## src/rtl/cpctl_pkg.sv

```systemverilog
package cpctl_pkg;
  // word indices (byte address / 4)
  localparam int IDX_LOCAL   = 0;
  localparam int IDX_DRAM    = 1;
  localparam int IDX_LEN_IN  = 2;
  localparam int IDX_LEN_OUT = 3;
  localparam int IDX_STATUS  = 4;
  localparam int IDX_FULL    = 5;
  localparam int IDX_BUSY    = 6;
  localparam int IDX_SEM     = 7;
  localparam int IDX_PC      = 8;

  // status write command bits
  localparam int WB_CLR_HALT  = 0;
  localparam int WB_SET_HALT  = 1;
  localparam int WB_CLR_BROKE = 2;
  localparam int WB_CLR_IRQ   = 3;
  localparam int WB_SET_IRQ   = 4;
  localparam int WB_CLR_SSTEP = 5;
  localparam int WB_SET_SSTEP = 6;
  localparam int WB_CLR_IOB   = 7;
  localparam int WB_SET_IOB   = 8;
  localparam int WB_SIG_BASE  = 9;

  // status read bits
  localparam int RB_HALT     = 0;
  localparam int RB_BROKE    = 1;
  localparam int RB_BUSY     = 2;
  localparam int RB_FULL     = 3;
  localparam int RB_IOFULL   = 4;
  localparam int RB_SSTEP    = 5;
  localparam int RB_IOB      = 6;
  localparam int RB_SIG_BASE = 7;

  // exclusive clear/set: only one asserted bit of the pair acts
  function automatic logic pair_next(logic cur, logic clr, logic set);
    return (clr ^ set) ? set : cur;
  endfunction

  // address view: limited to w bits, 8-byte aligned
  function automatic logic [31:0] addr_view(logic [31:0] v, int unsigned w);
    logic [31:0] m;
    m = (32'h1 << w) - 32'h1;
    return v & m & ~32'h7;
  endfunction

  // counter view: limited to w bits, word aligned
  function automatic logic [31:0] pc_view(logic [31:0] v, int unsigned w);
    logic [31:0] m;
    m = (32'h1 << w) - 32'h1;
    return v & m & ~32'h3;
  endfunction
endpackage

```

## src/rtl/cpctl_pair_flag.sv

```systemverilog
module cpctl_pair_flag
  import cpctl_pkg::*;
#(
  parameter logic RST_VAL = 1'b0
) (
  input  logic clk,
  input  logic rst_n,
  input  logic clr,
  input  logic set,
  output logic q
);
  always_ff @(posedge clk or negedge rst_n) begin
    if (!rst_n) q <= RST_VAL;
    else        q <= pair_next(q, clr, set);
  end
endmodule

```

## src/rtl/cpctl_sem.sv

```systemverilog
module cpctl_sem (
  input  logic clk,
  input  logic rst_n,
  input  logic acquire,
  input  logic release_w,
  output logic taken
);
  // a release in the same cycle as an acquire wins
  always_ff @(posedge clk or negedge rst_n) begin
    if (!rst_n)         taken <= 1'b0;
    else if (release_w) taken <= 1'b0;
    else if (acquire)   taken <= 1'b1;
  end
endmodule

```

## src/rtl/cpctl_rdmux.sv

```systemverilog
module cpctl_rdmux
  import cpctl_pkg::*;
#(
  parameter int IDX_W    = 4,
  parameter int LOCAL_AW = 13,
  parameter int DRAM_AW  = 24,
  parameter int PC_W     = 12
) (
  input  logic [IDX_W-1:0]    idx,
  input  logic [31:0]         status_w,
  input  logic [31:0]         len_w,
  input  logic [LOCAL_AW-1:0] local_a,
  input  logic [DRAM_AW-1:0]  dram_a,
  input  logic                dma_full,
  input  logic                sem,
  input  logic [PC_W-1:0]     pc,
  output logic [31:0]         rdata
);
  always_comb begin
    rdata = '0;
    case (idx)
      IDX_W'(IDX_LOCAL):   rdata = addr_view(32'(local_a), LOCAL_AW);
      IDX_W'(IDX_DRAM):    rdata = addr_view(32'(dram_a), DRAM_AW);
      IDX_W'(IDX_LEN_IN),
      IDX_W'(IDX_LEN_OUT): rdata = len_w;
      IDX_W'(IDX_STATUS):  rdata = status_w;
      IDX_W'(IDX_FULL):    rdata = 32'(dma_full);
      IDX_W'(IDX_SEM):     rdata = 32'(sem);
      IDX_W'(IDX_PC):      rdata = pc_view(32'(pc), PC_W);
      default:             rdata = '0;
    endcase
  end
endmodule

```

## src/rtl/cpctl_regs.sv

```systemverilog
module cpctl_regs
  import cpctl_pkg::*;
#(
  parameter int ADDR_W   = 6,
  parameter int NUM_SIG  = 8,
  parameter int STEP_W   = 16,
  parameter int LOCAL_AW = 13,
  parameter int DRAM_AW  = 24,
  parameter int PC_W     = 12
) (
  input  logic                clk,
  input  logic                rst_n,
  input  logic [ADDR_W-1:0]   bus_addr,
  input  logic                bus_we,
  input  logic                bus_re,
  input  logic [31:0]         bus_wdata,
  output logic [31:0]         bus_rdata,
  input  logic                brk_i,
  input  logic                step_i,
  input  logic                dma_busy_i,
  input  logic                dma_full_i,
  input  logic                io_full_i,
  input  logic [LOCAL_AW-1:0] last_local_i,
  input  logic [DRAM_AW-1:0]  last_dram_i,
  output logic                halt_o,
  output logic                single_step_o,
  output logic                intr_brk_o,
  output logic [NUM_SIG-1:0]  signal_o,
  output logic                irq_o,
  output logic [STEP_W-1:0]   step_count_o,
  output logic [PC_W-1:0]     pc_o,
  output logic [LOCAL_AW-1:0] dma_local_addr_o,
  output logic [DRAM_AW-1:0]  dma_dram_addr_o,
  output logic [31:0]         dma_len_o,
  output logic                dma_start_o,
  output logic                dma_to_dram_o
);
  localparam int IDX_W = ADDR_W - 2;

  logic [IDX_W-1:0] widx;
  logic             unused_lsb;
  assign widx       = bus_addr[ADDR_W-1:2];
  assign unused_lsb = ^bus_addr[1:0];

  // named decode events
  logic wr_local, wr_dram, wr_len_in, wr_len_out, wr_status, wr_sem, wr_pc, rd_sem;
  logic halt_set_evt;
  assign wr_local   = bus_we && (widx == IDX_W'(IDX_LOCAL));
  assign wr_dram    = bus_we && (widx == IDX_W'(IDX_DRAM));
  assign wr_len_in  = bus_we && (widx == IDX_W'(IDX_LEN_IN));
  assign wr_len_out = bus_we && (widx == IDX_W'(IDX_LEN_OUT));
  assign wr_status  = bus_we && (widx == IDX_W'(IDX_STATUS));
  assign wr_sem     = bus_we && (widx == IDX_W'(IDX_SEM));
  assign wr_pc      = bus_we && (widx == IDX_W'(IDX_PC));
  assign rd_sem     = bus_re && (widx == IDX_W'(IDX_SEM));
  assign halt_set_evt = wr_status && bus_wdata[WB_SET_HALT] && !bus_wdata[WB_CLR_HALT];

  // paired flags
  logic halt_q, sstep_q, iob_q, irq_q, broke_q, sem_q;
  logic [NUM_SIG-1:0] sig_q;

  cpctl_pair_flag #(.RST_VAL(1'b1)) u_halt (.clk(clk), .rst_n(rst_n),
    .clr(wr_status && bus_wdata[WB_CLR_HALT]), .set(wr_status && bus_wdata[WB_SET_HALT]), .q(halt_q));
  cpctl_pair_flag #(.RST_VAL(1'b0)) u_sstep (.clk(clk), .rst_n(rst_n),
    .clr(wr_status && bus_wdata[WB_CLR_SSTEP]), .set(wr_status && bus_wdata[WB_SET_SSTEP]), .q(sstep_q));
  cpctl_pair_flag #(.RST_VAL(1'b0)) u_iob (.clk(clk), .rst_n(rst_n),
    .clr(wr_status && bus_wdata[WB_CLR_IOB]), .set(wr_status && bus_wdata[WB_SET_IOB]), .q(iob_q));
  cpctl_pair_flag #(.RST_VAL(1'b0)) u_irq (.clk(clk), .rst_n(rst_n),
    .clr(wr_status && bus_wdata[WB_CLR_IRQ]), .set(wr_status && bus_wdata[WB_SET_IRQ]), .q(irq_q));

  for (genvar i = 0; i < NUM_SIG; i++) begin : g_sig
    cpctl_pair_flag #(.RST_VAL(1'b0)) u_sig (.clk(clk), .rst_n(rst_n),
      .clr(wr_status && bus_wdata[WB_SIG_BASE + 2*i]),
      .set(wr_status && bus_wdata[WB_SIG_BASE + 2*i + 1]),
      .q(sig_q[i]));
  end

  // broke: event sets, write clears, event wins
  always_ff @(posedge clk or negedge rst_n) begin
    if (!rst_n)                                   broke_q <= 1'b0;
    else if (brk_i)                               broke_q <= 1'b1;
    else if (wr_status && bus_wdata[WB_CLR_BROKE]) broke_q <= 1'b0;
  end

  // step counter
  logic [STEP_W-1:0] step_q;
  always_ff @(posedge clk or negedge rst_n) begin
    if (!rst_n)            step_q <= '0;
    else if (halt_set_evt) step_q <= '0;
    else if (step_i)       step_q <= step_q + 1'b1;
  end

  cpctl_sem u_sem (.clk(clk), .rst_n(rst_n), .acquire(rd_sem), .release_w(wr_sem), .taken(sem_q));

  // program counter and transfer parameters
  logic [PC_W-1:0] pc_q;
  always_ff @(posedge clk or negedge rst_n) begin
    if (!rst_n) begin
      pc_q             <= '0;
      dma_local_addr_o <= '0;
      dma_dram_addr_o  <= '0;
      dma_len_o        <= '0;
      dma_start_o      <= 1'b0;
      dma_to_dram_o    <= 1'b0;
    end else begin
      if (wr_pc && halt_q) pc_q <= bus_wdata[PC_W-1:0];
      if (wr_local) dma_local_addr_o <= LOCAL_AW'(addr_view(bus_wdata, LOCAL_AW));
      if (wr_dram)  dma_dram_addr_o  <= DRAM_AW'(addr_view(bus_wdata, DRAM_AW));
      if (wr_len_in || wr_len_out) begin
        dma_len_o     <= bus_wdata;
        dma_to_dram_o <= wr_len_out;
      end
      dma_start_o <= wr_len_in || wr_len_out;
    end
  end

  // status read word
  logic [31:0] status_w;
  always_comb begin
    status_w = '0;
    status_w[RB_HALT]   = halt_q;
    status_w[RB_BROKE]  = broke_q;
    status_w[RB_BUSY]   = dma_busy_i;
    status_w[RB_FULL]   = dma_full_i;
    status_w[RB_IOFULL] = io_full_i;
    status_w[RB_SSTEP]  = sstep_q;
    status_w[RB_IOB]    = iob_q;
    status_w[RB_SIG_BASE +: NUM_SIG] = sig_q;
  end

  cpctl_rdmux #(.IDX_W(IDX_W), .LOCAL_AW(LOCAL_AW), .DRAM_AW(DRAM_AW), .PC_W(PC_W)) u_rdmux (
    .idx(widx), .status_w(status_w), .len_w(dma_len_o), .local_a(last_local_i),
    .dram_a(last_dram_i), .dma_full(dma_full_i), .sem(sem_q), .pc(pc_q), .rdata(bus_rdata));

  assign halt_o        = halt_q;
  assign single_step_o = sstep_q;
  assign intr_brk_o    = iob_q;
  assign signal_o      = sig_q;
  assign irq_o         = irq_q;
  assign step_count_o  = step_q;
  assign pc_o          = pc_q;
endmodule

```

## config.mk

```make
export PLATFORM = sky130hd
export DESIGN_NAME = cpctl_regs
export DESIGN_NICKNAME = d
export VERILOG_FILES = /design/src/rtl/cpctl_pkg.sv /design/src/rtl/cpctl_pair_flag.sv /design/src/rtl/cpctl_sem.sv /design/src/rtl/cpctl_rdmux.sv /design/src/rtl/cpctl_regs.sv
export SDC_FILE = /design/constraint.sdc
export NUM_CORES = 1
export LEC_CHECK = 0
export BUFFER_PORTS_ARGS = -buffer_cell sky130_fd_sc_hd__buf_2
export CORE_ASPECT_RATIO = 1.2
export CORE_MARGIN = 5
export CORE_UTILIZATION = 40
export CTS_CLUSTER_SIZE = 20
export DETAILED_ROUTE_END_ITERATION = 16
export PLACE_DENSITY = 0.76
export SLEW_MARGIN = 20
export SYNTH_ARGS = -nofsm -noshare
export SYNTH_HDL_FRONTEND = slang
export SYNTH_SLANG_ARGS = --single-unit
export TNS_END_PERCENT = 30
```

## constraint.sdc

```tcl
create_clock -name clk -period 3.5 [get_ports clk]
set_input_delay 0.525 -clock clk [delete_from_list [all_inputs] [get_ports clk]]
set_output_delay 0.525 -clock clk [all_outputs]
set_load 0.1 [all_outputs]
```

---- Word level (Yosys, flattened, before mapping) ----
Cells that the tools add are included.
Widths: inputs -> output; s select.
operators by class
  bitwise logic cells ..................... 12
  shift operators ......................... 0
  divide/modulo/power cells ............... 0
  reductions and logical operators ........ 42
  muxes and demuxes ....................... 7
  eq/ne operators ......................... 7
  order comparisons ....................... 0
  add/subtract/negate cells ............... 1
  multipliers ............................. 0
operator list
  kind                   number
  $pmux 32 s7            1
  $logic_and 1x1->1      35
  $mux 16                2
  $add 16x1->16 const B  1
  $eq 4x3->1 const B     3
  $xor 1x1->1            12
  $eq 4x2->1 const B     2
  $reduce_bool 2->1      3
  $eq 4x1->1 const B     1
  $eq 4x4->1 const B     1
  $logic_not 4->1        1
  $mux 1                 4
  $reduce_or 2->1        1
  $logic_not 1->1        1
  $logic_or 1x1->1       1
word-level totals
  memories ................................ 0
  word-level logic and storage cells ...... 90
  bits in latches ......................... 0
  memory bits (writable) .................. 0
  register bits after elaboration ......... 107
  input port bits ......................... 84
  bits in read-only memories .............. 0

---- Logic depth before layout (Yosys ltp) ----
Gate-level depths: netlist of run 1.
  word-level depth ........................ 5
  mapped depth ............................ 6
  mapped depth without buffers ............ 4

---- By module ----
Synthesis of run 1 repeated with hierarchy kept, for this count alone.
unflattened totals
  cells, all modules ...................... 433
  area total of the unflattened synthesis .. 5,292.6 µm²
by module, submodules not included
  module                                 cells each  area an instance (µm²)  instances
  cpctl_regs                             289         3,928.8                 1
  cpctl_rdmux                            106         847.1                   1
  cpctl_pair_flag at g_sig[0].u_sig ...  3           40.0                    11
  cpctl_pair_flag at u_halt              3           41.3                    1
  cpctl_sem                              2           35.0                    1

---- Least setup slack after synthesis of run 1 ----
OpenSTA, ideal clock, no wires.
  path type ............................... input to output
  start ................................... input port bus_addr[3]
  end ..................................... output port bus_rdata[10]
  required time ........................... 2.975 ns
  setup slack ............................. 0.738 ns
  cell stages on the path ................. 5
  path buffers ............................ 2
  arrival ................................. 2.237 ns
  path through ............................ buf_4 nor4b_4 buf_2 a22oi_1 nand3_1
between the ends
  longest elaborated chain between the ends .. 3
ends and longest elaborated chain
  what                line               source
  start: declaration  cpctl_regs.sv:13   input logic [ADDR_W-1:0] bus_addr,
  $eq 4x2->1          cpctl_rdmux.sv:21  case (idx)
  $reduce_or 2->1     cpctl_rdmux.sv:21
  $pmux 32 s7 *       cpctl_rdmux.sv:21
  end: declaration    cpctl_regs.sv:17   output logic [31:0] bus_rdata,
Every way passes the cells marked *; elsewhere a longest branch is shown, timed or not.

---- Final worst setup path of run 1 ----
  start ................................... input port bus_addr[3]
  end ..................................... output port bus_rdata[20]
The elaborated chain is that of the path after synthesis.

==> metrics, run 1 <==
outcome finished, final reports clean; critical setup path kind input pin to primary output; antenna violations before repair 0; number of filler instances in the final layout 1,089; Pre-antenna DRT Iters 4; number of synthesized flops with an enable pin 0; Synth async-reset ratio 100%; net count of the finished layout 717; Die X-Extent 115 um; IR drop worst, VDD 0.000702 V; root cell of the clock tree sky130_fd_sc_hd__clkbuf_16; wire length per cell after detailed routing 18.8 um; Clock Sinks 107; reg2reg path depth 2; R2R Path End pc_o[9]; cell count after synthesis 437; Skew-Pair Late Insertion Delay 340 ps; crit path to bus_rdata[20]; Critical Path Start Type input pin; critical path launch point bus_addr[3]; TritonCTS clock tree yes; final max-slew violation count 0; vias post-DR 4,299; die extent in y 136 um; Achievable Freq 374 MHz; Detailed Route WL 15,100 um; Primary FF master, synth sky130_fd_sc_hd__dfrtp_1; setup slack of the critical path after layout 830 ps; CP Data Arrival Time 2150 ps; number of warnings printed during yosys synthesis 0; total die area 15,500 um^2; fraction of final layout cells sized beyond drive strength 1 46.8%; # Max-Cap Violations 0; setup slack at placement 819 ps; number of buffers inserted by post-CTS setup repair 0; register area 2680 um^2; type of the most critical hold path input pin to async pin; Routability Congestion 0.782; slack of the worst reg-to-reg path 1760 ps; average instance area after synthesis 12.0 um^2; sequential element share of the synthesized area 51.0%; total number of H-tree levels 3; largest fanout of any net on the critical path 19; violation count after the first detailed-route iteration 333; Final Cycle Share 76.3%; remaining routing DRC violations 0; Resized Gates After CTS 0; number of inserted diodes 0; pin slew with the least headroom to its limit 797 ps; crit end category primary output; setup-violating endpoint count in the final report 0; placeable core area 12,800 um^2; starting density of the core 41.1%; post-synthesis cell type count 48; Post-Route Hold Slack 234 ps; register bit count reported by yosys 107; number of global-route vias before repair 4,410; I/O Buffers 212; setup repair after global routing missed its margin false; endpoints failing hold 0; global-route wire length before repair 23,700 um; post-layout min period 2670 ps; Req. time, crit path 2970 ps; dpl hpwl 11,100 um; number of buffers added to fix hold violations after cts 0; area of the multi-input gates 2240 um^2; Cell Area, Synth 5250 um^2; I/O pin cnt 227; clock slew seen by the registers of the worst setup and hold paths 70 ps; total congestion overflow 0; count of nets left with antenna violations after detail routing 0; CTS Buf Count 9; cell row count 45; P&R area growth vs syn 30.3%; critical register-to-register path startpoint u_halt.q; post-route clock skew 11.1 ps; Setup TNS 0 ps; Via-to-Cell Ratio 5.37; maximum number of pins on one net before global-route repair 88; Power per Cell Area 812 nW/um^2; Slew HR 46.8%; CTS max path bufs 2; GRT Resource Usage Total 19.4%; Leak Pwr 3.36 nW
-- power by group --
| group | internal (mW) | switching (mW) | leakage, nW |
|---|---|---|---|
| clock | 0.584 | 0.472 | 0.151 |
| sequential | 1.48 | 0.199 | 1.28 |
| combinational | 0.484 | 2.34 | 1.93 |
| total | 2.54 | 3.01 | 3.36 |
-- layer usage --
metal / track usage, % / share of wire (%) / vias up
met3: 4.02 / 7.9 / 26
met2: 33.9 / 51 / 192
met5: 0 / 0 / -
met1: 23.5 / 39 / 2127
met4: 7.00 / 2.2 / 0
li1: - / - / 1954
-- cells in the final DEF (no fill, tap or decap), types with 9 or more instances in the layout --
| cell | n |
|---|---|
| sky130_fd_sc_hd__a21oi_1 | 9 |
| sky130_fd_sc_hd__a22o_1 | 10 |
| sky130_fd_sc_hd__a22oi_1 | 23 |
| sky130_fd_sc_hd__buf_12 | 15 |
| sky130_fd_sc_hd__buf_2 | 197 |
| sky130_fd_sc_hd__clkbuf_16 | 9 |
| sky130_fd_sc_hd__dfrtp_1 | 106 |
| sky130_fd_sc_hd__inv_1 | 13 |
| sky130_fd_sc_hd__mux2_1 | 26 |
| sky130_fd_sc_hd__mux2_2 | 30 |
| sky130_fd_sc_hd__mux2_4 | 20 |
| sky130_fd_sc_hd__nand2_1 | 45 |
| sky130_fd_sc_hd__nand3_1 | 13 |
| sky130_fd_sc_hd__o21ai_0 | 9 |
| sky130_fd_sc_hd__o21ai_1 | 10 |
| sky130_fd_sc_hd__o311ai_1 | 10 |
-- cell usage after synthesis, types with 2 or more instances --
library cell / instances / share of area [%]
sky130_fd_sc_hd__dfrtp_1: 106 / 51
sky130_fd_sc_hd__nand2_1: 45 / 3.2
sky130_fd_sc_hd__mux2_2: 30 / 6.4
sky130_fd_sc_hd__mux2_1: 26 / 5.6
sky130_fd_sc_hd__a22oi_1: 23 / 3.3
sky130_fd_sc_hd__mux2_4: 20 / 5.7
sky130_fd_sc_hd__buf_4: 19 / 2.7
sky130_fd_sc_hd__inv_1: 13 / 0.93
sky130_fd_sc_hd__nand3_1: 13 / 1.2
sky130_fd_sc_hd__clkbuf_1: 11 / 0.79
sky130_fd_sc_hd__a22o_1: 10 / 1.7
sky130_fd_sc_hd__o21ai_1: 10 / 0.95
sky130_fd_sc_hd__o311ai_1: 10 / 1.7
sky130_fd_sc_hd__a21oi_1: 9 / 0.86
sky130_fd_sc_hd__and2_1: 9 / 1.1
sky130_fd_sc_hd__buf_6: 9 / 1.9
sky130_fd_sc_hd__o21ai_0: 9 / 0.86
sky130_fd_sc_hd__mux2i_1: 6 / 1.1
sky130_fd_sc_hd__nand4_1: 6 / 0.71
sky130_fd_sc_hd__nor2_1: 5 / 0.36
sky130_fd_sc_hd__nor4_1: 5 / 0.60
sky130_fd_sc_hd__o21bai_1: 5 / 0.71
sky130_fd_sc_hd__buf_2: 3 / 0.29
sky130_fd_sc_hd__o31ai_1: 3 / 0.43
sky130_fd_sc_hd__or3_1: 3 / 0.36
sky130_fd_sc_hd__or4_1: 3 / 0.43
sky130_fd_sc_hd__xor2_1: 3 / 0.50
sky130_fd_sc_hd__nand3b_1: 2 / 0.29
sky130_fd_sc_hd__nor4b_4: 2 / 0.91
-- area by class of cell --
type | instances | share of cell area [%]
timing repair buffer | 221 | 19.8
clock inverter | 6 | 1.04
sequential | 107 | 39.1
tap | 164 | 3.00
inverter | 13 | 0.713
clock buffer | 10 | 3.49
multi-input combinational | 280 | 32.8
-- flip-flops by register name (all words and copies together), names as in the netlist --
| signal | cells |
|---|---|
| g_sig.u_sig.q | 8 |
| u_sstep.q | 1 |
| u_sem.taken | 1 |
| broke_q | 1 |
| dma_to_dram_o | 1 |
| u_irq.q | 1 |
| u_halt.q | 1 |
| dma_start_o | 1 |
| pc_o | 12 |
| dma_local_addr_o | 10 |
| u_iob.q | 1 |
| step_count_o | 16 |
| dma_dram_addr_o | 21 |
| dma_len_o | 32 |
-- how the worst min path moves through the flow --
stage                  startpoint                   to
detailed placement  dma_to_dram_o        dma_to_dram_o
global placement    dma_to_dram_o        dma_to_dram_o
finish                      rst_n  dma_dram_addr_o[20]
floorplan                   rst_n              broke_q
global route                rst_n  dma_dram_addr_o[18]
CTS                         brk_i              broke_q
-- through the flow --
stage	util (%)	cell area [um^2]	cells	power (mW)
6_report	53.5	6840	801	5.55
2_1_floorplan	-	5270	442	4.00
3_5_place_dp	51.1	6530	785	4.53
5_1_grt	53.5	6840	801	5.76
4_1_cts	53.5	6840	801	5.59
3_3_place_gp	51.1	6530	785	4.49
-- logic make-up after synthesis --
| family | after synthesis | synth area share [%] |
|---|---|---|
| flip-flops | 107 | 51.0 |
| AND/OR/NAND/NOR | 103 | 11.3 |
| AO/OA/AOI/OAI | 84 | 11.2 |
| multiplexers | 82 | 18.9 |
| buffers and inverters | 55 | 6.65 |
| XOR/XNOR | 4 | 0.667 |
| adder cells (fa/ha/maj) | 1 | 0.238 |
| other | 1 | 0.0714 |
-- critical path, cell delays in order --
cell                      delay [ps]
sky130_fd_sc_hd__buf_2           220
sky130_fd_sc_hd__nor3b_4         440
sky130_fd_sc_hd__buf_4           340
sky130_fd_sc_hd__a22o_1          180
sky130_fd_sc_hd__buf_2           420
No activity file was read; power rests on OpenSTA's default activity.
==> inputs of run 2 (changes only) <==
--- a/config.mk
+++ b/config.mk
@@ -11,7 +11,7 @@
 export CORE_UTILIZATION = 40
 export CTS_CLUSTER_SIZE = 20
 export DETAILED_ROUTE_END_ITERATION = 16
-export PLACE_DENSITY = 0.76
+export PLACE_DENSITY = 0.79
 export SLEW_MARGIN = 20
 export SYNTH_ARGS = -nofsm -noshare
 export SYNTH_HDL_FRONTEND = slang
==> constraint.sdc (replaced) <==
create_clock -name clk -period 2.2 [get_ports clk]
set_input_delay 0.33 -clock clk [delete_from_list [all_inputs] [get_ports clk]]
set_output_delay 0.33 -clock clk [all_outputs]
set_load 0.1 [all_outputs]
==> metrics, run 2 (synthesized netlist as in run 1, its figures left out) <==
type of the most critical hold path input pin to async pin; die extent in y 136 um; placeable core area 12,800 um^2; CTS Buf Count 9; Leak Pwr 3.55 nW; total congestion overflow 0; Critical Path Start Type input pin; Die X-Extent 115 um; reg2reg path depth 4; number of inserted diodes 0; register with the most flip-flops dma_len_o; number of buffers inserted by post-CTS setup repair 0; commonest non-fill, non-tap cell in the layout sky130_fd_sc_hd__buf_2; Skew-Pair Late Insertion Delay 340 ps; post-layout min period 1970 ps; switching portion of total power 52.2%; critical setup path kind input pin to primary output; R2R Path End step_count_o[12]; portion of total power attributed to combinational logic 49.7%; pin slew with the least headroom to its limit 573 ps; critical register-to-register path startpoint step_count_o[1]; Routability Congestion 0.827; Worst path most repeated cell sky130_fd_sc_hd__buf_4; clock slew seen by the registers of the worst setup and hold paths 80 ps; cell row count 45; root cell of the clock tree sky130_fd_sc_hd__clkbuf_16; setup slack at placement 229 ps; Slew HR 61.8%; net count of the finished layout 728; count of nets left with antenna violations after detail routing 0; Final Non-Filler Cells 812; setup repair after global routing missed its margin false; cell breakdown of the critical path buf_2 -> nor4b_2 -> buf_4 -> buf_4 -> a22oi_1 -> nand3_1 -> buf_12; net load switching power 4.83 mW; standard cell with the maximum stage delay on the critical path sky130_fd_sc_hd__nor4b_2; Via-to-Cell Ratio 5.46; crit path to bus_rdata[3]; Post-Route Hold Slack 48.5 ps; highest-count cells in the layout ignoring fill and taps sky130_fd_sc_hd__buf_2, sky130_fd_sc_hd__dfrtp_1, sky130_fd_sc_hd__nand2_1, sky130_fd_sc_hd__buf_12, sky130_fd_sc_hd__mux2_2; Power per Cell Area 1260 nW/um^2; Clock Sinks 107; remaining routing DRC violations 0; antenna violations before repair 0; largest fanout of any net on the critical path 9; TritonCTS clock tree yes; I/O Buffers 212; dpl hpwl 12,300 um; endpoints failing hold 0; instance count after placement with tap cells included 796; critical path launch point bus_addr[5]; Achievable Freq 508 MHz; Req. time, crit path 1870 ps; part of the total power dissipated in the clock network 21.5%; number of buffer and inverter stages on the critical path 4; vias post-DR 4,431; Pre-antenna DRT Iters 5; crit end category primary output; setup slack of the critical path after layout 233 ps; final max-slew violation count 0; internal power 4.43 mW; I/O pin cnt 227; number of global-route vias before repair 4,568; CP Data Arrival Time 1640 ps; Detailed Route WL 16,500 um; slack of the worst reg-to-reg path 540 ps; CTS max path bufs 2; total die area 15,500 um^2; global-route wire length before repair 25,100 um; violation count after the first detailed-route iteration 350; fraction of final layout cells sized beyond drive strength 1 48.9%; path length in cells of the critical path 7; maximum number of pins on one net before global-route repair 108; outcome finished, final reports clean; wire length per cell after detailed routing 20.3 um; number of filler instances in the final layout 1,034; starting density of the core 41.1%; GRT Resource Usage Total 20.9%; max FFs per register 32; IR drop worst, VDD 0.00148 V; cell family with the largest share of critical-path delay buffers and inverters; post-route clock skew 8.71 ps; P&R area growth vs syn 40.1%; sequential fraction of design power 28.9%; Final Cycle Share 89.4%; total number of H-tree levels 3; # Max-Cap Violations 0; number of buffers added to fix hold violations after cts 0; final design utilization 57.6%; total design power 9.26 mW; maximum cell stage delay along the critical path 260 ps; Resized Gates After CTS 0; setup-violating endpoint count in the final report 0
run 2: cell types whose count changed in the layout (fill, tap and decap cells not counted), moves of 3 or more:
cell / delta
sky130_fd_sc_hd__nand3_2: +5
sky130_fd_sc_hd__nand3_1: -5
sky130_fd_sc_hd__bufinv_16: +3
sky130_fd_sc_hd__buf_4: +7
sky130_fd_sc_hd__buf_12: +23
sky130_fd_sc_hd__buf_2: -18
run 2: worst min path at each step:
stage / to / start / depth (start not counted) / slack, ps
finish: step_count_o[10] / rst_n / 2 / 50
global route: step_count_o[6] / rst_n / 2 / 90
CTS: step_count_o[6] / rst_n / 2 / 80
detailed placement: step_count_o[10] / rst_n / 2 / 450
global placement: step_count_o[6] / rst_n / 2 / 440
floorplan: broke_q / rst_n / 0 / 30
run 2: power by group through the flow:
stage / clock, mW / combinational (mW) / sequential, mW
after detailed placement: 0 / 4.62 / 2.70
after global placement: 0 / 4.57 / 2.67
final: 1.99 / 4.60 / 2.67
after global routing: 2.10 / 4.72 / 2.73
after floorplan: 0 / 0.953 / 5.41
after CTS: 2.02 / 4.63 / 2.67
run 2: final cells by class:
cell class	count	area, um^2	share of cell area (%)
Clock buffer	9	225	3.06
Clock inverter	7	146	1.99
Inverter	13	48.8	0.663
Multi-Input combinational cell	280	2280	31.0
Sequential cell	107	2680	36.4
Tap cell	164	205	2.79
Timing Repair Buffer	232	1770	24.1
run 2: through the flow:
stage,instance area (um^2),TNS [ps]
after floorplan,5300,-709
after global placement,6980,0
after detailed placement,6980,0
after CTS,7360,0
after global routing,7360,0
final,7360,0
run 2: layer usage:
metal / vias to the layer above / share of wire, % / GRT usage (%)
li1: 1989 / - / -
met1: 2216 / 38 / 24.3
met2: 203 / 52 / 37.4
met3: 23 / 7.7 / 4.83
met4: 0 / 2.2 / 7.00
met5: - / 0 / 0
==> inputs of run 3 (changes only) <==
==> constraint.sdc (replaced) <==
create_clock -name clk -period 2.2 [get_ports clk]
set_input_delay 0.11 -clock clk [delete_from_list [all_inputs] [get_ports clk]]
set_output_delay 0.11 -clock clk [all_outputs]
set_load 0.1 [all_outputs]
==> metrics, run 3 (synthesized netlist as in run 1, its figures left out) <==
total die area 15,500 um^2; pin slew with the least headroom to its limit 657 ps; fraction of final layout cells sized beyond drive strength 1 46.5%; CP Data Arrival Time 1920 ps; Req. time, crit path 2460 ps; reg2reg path depth 4; CTS max path bufs 2; count of nets left with antenna violations after detail routing 0; Layout Cell Area excl Fill 7240 um^2; Routability Congestion 0.818; critical register-to-register path startpoint step_count_o[0]; net count of the finished layout 731; clock slew seen by the registers of the worst setup and hold paths 80 ps; worst hold path depth 2; standard cell with the maximum stage delay on the critical path sky130_fd_sc_hd__or4_1; Detailed Route WL 15,700 um; internal power 4.09 mW; Slew HR 56.2%; net load switching power 4.81 mW; Die X-Extent 115 um; Leak Pwr 3.47 nW; max FFs per register 32; P&R area growth vs syn 37.8%; placeable core area 12,800 um^2; Via-to-Cell Ratio 5.33; largest fanout of any net on the critical path 8; total congestion overflow 0; Critical Path Start Type register; outcome finished, final reports clean; dpl hpwl 11,900 um; # Max-Cap Violations 0; Pre-antenna DRT Iters 4; area of the multi-input gates 2240 um^2; post-placement cell area 6840 um^2; CTS Buf Count 9; violation count after the first detailed-route iteration 327; die extent in y 136 um; maximum cell stage delay along the critical path 520 ps; worst min-delay path startpoint bus_wdata[2]; post-route clock skew 6.85 ps; global-route wire length before repair 24,300 um; cell breakdown of the critical path ha_1 -> nand2_1 -> or4_1 -> a21oi_1; setup slack at placement 455 ps; Achievable Freq 602 MHz; root cell of the clock tree sky130_fd_sc_hd__clkbuf_16; Post-Route Hold Slack 17.0 ps; setup-violating endpoint count in the final report 0; final design utilization 56.6%; register with the most flip-flops dma_len_o; TritonCTS clock tree yes; Final Non-Filler Cells 815; I/O Buffers 212; terminating pin of the worst hold path pc_o[2]; Resized Gates After CTS 0; endpoints failing hold 0; I/O pin cnt 227; type of the most critical hold path input pin to register; maximum number of pins on one net before global-route repair 59; highest-count cells in the layout ignoring fill and taps sky130_fd_sc_hd__buf_2, sky130_fd_sc_hd__dfrtp_1, sky130_fd_sc_hd__nand2_1, sky130_fd_sc_hd__buf_12, sky130_fd_sc_hd__mux2_2; total number of H-tree levels 3; cell row count 45; instance count after placement with tap cells included 790; Power per Cell Area 1230 nW/um^2; starting density of the core 41.1%; Final Cycle Share 75.5%; Setup TNS 0 ps; cell family with the largest share of critical-path delay simple AND/OR/NAND/NOR gates; R2R Path End step_count_o[8]; number of global-route vias before repair 4,560; remaining routing DRC violations 0; critical setup path kind register to register; portion of total power attributed to combinational logic 51.6%; final max-slew violation count 0; Clock Sinks 107; antenna violations before repair 0; GRT Resource Usage Total 20.0%; commonest non-fill, non-tap cell in the layout sky130_fd_sc_hd__buf_2; number of filler instances in the final layout 1,041; vias post-DR 4,342; slack of the worst reg-to-reg path 540 ps; sequential fraction of design power 30.0%; number of buffer and inverter stages on the critical path 0; IR drop worst, VDD 0.00102 V; setup slack of the critical path after layout 540 ps; part of the total power dissipated in the clock network 18.5%; crit end category register; setup repair after global routing missed its margin false; post-layout min period 1660 ps; Skew-Pair Late Insertion Delay 340 ps; total design power 8.90 mW; switching portion of total power 54.0%; register area 2680 um^2; number of inserted diodes 0; wire length per cell after detailed routing 19.2 um
[run 3: changes by cell type in the layout (fill, tap and decap cells not counted), sizes merged]
cell	before	now
buf	232	226
bufinv	4	1
clkinv	1	3
clkinvlp	0	1
dlygate4sd3	0	9
[run 3: worst max-delay path by stage]
stage / from / end / slack [ps] / depth (start not counted)
2_1_floorplan: step_count_o[0] / step_count_o[10] / 20 / 4
3_3_place_gp: bus_addr[5] / step_count_o[0] / 510 / 4
3_5_place_dp: bus_addr[5] / step_count_o[10] / 460 / 4
4_1_cts: step_count_o[0] / step_count_o[8] / 540 / 4
5_1_grt: step_count_o[1] / step_count_o[8] / 440 / 4
6_report: step_count_o[0] / step_count_o[8] / 540 / 4
[run 3: metal layers]
metal	part of all wire [%]	global-route usage [%]
met1	39	24.0
met2	53	35.8
met3	7.1	4.65
met4	1.1	5.08
met5	0	0
[run 3: timing repair]
| action | in CTS | in global routing |
|---|---|---|
| hold endpoints to repair | 55 | 1 |
| buffers inserted | 0 | 0 |
| hold buffers | 8 | 1 |
[run 3: cell type report]
cell class | instances | share of cell area (%)
timing repair buffer | 235 | 24.2
clock buffer | 9 | 3.11
tap | 164 | 2.83
multi-input combinational | 280 | 31.0
inverter | 13 | 0.674
sequential | 107 | 37.0
clock inverter | 7 | 1.18
[run 3: power groups by stage]
stage | clock, mW | combinational [mW] | sequential (mW)
final | 1.64 | 4.59 | 2.67
after global routing | 1.78 | 4.71 | 2.73
after CTS | 1.69 | 4.61 | 2.66
after detailed placement | 0 | 4.60 | 2.69
after global placement | 0 | 4.54 | 2.67
after floorplan | 0 | 0.948 | 5.41
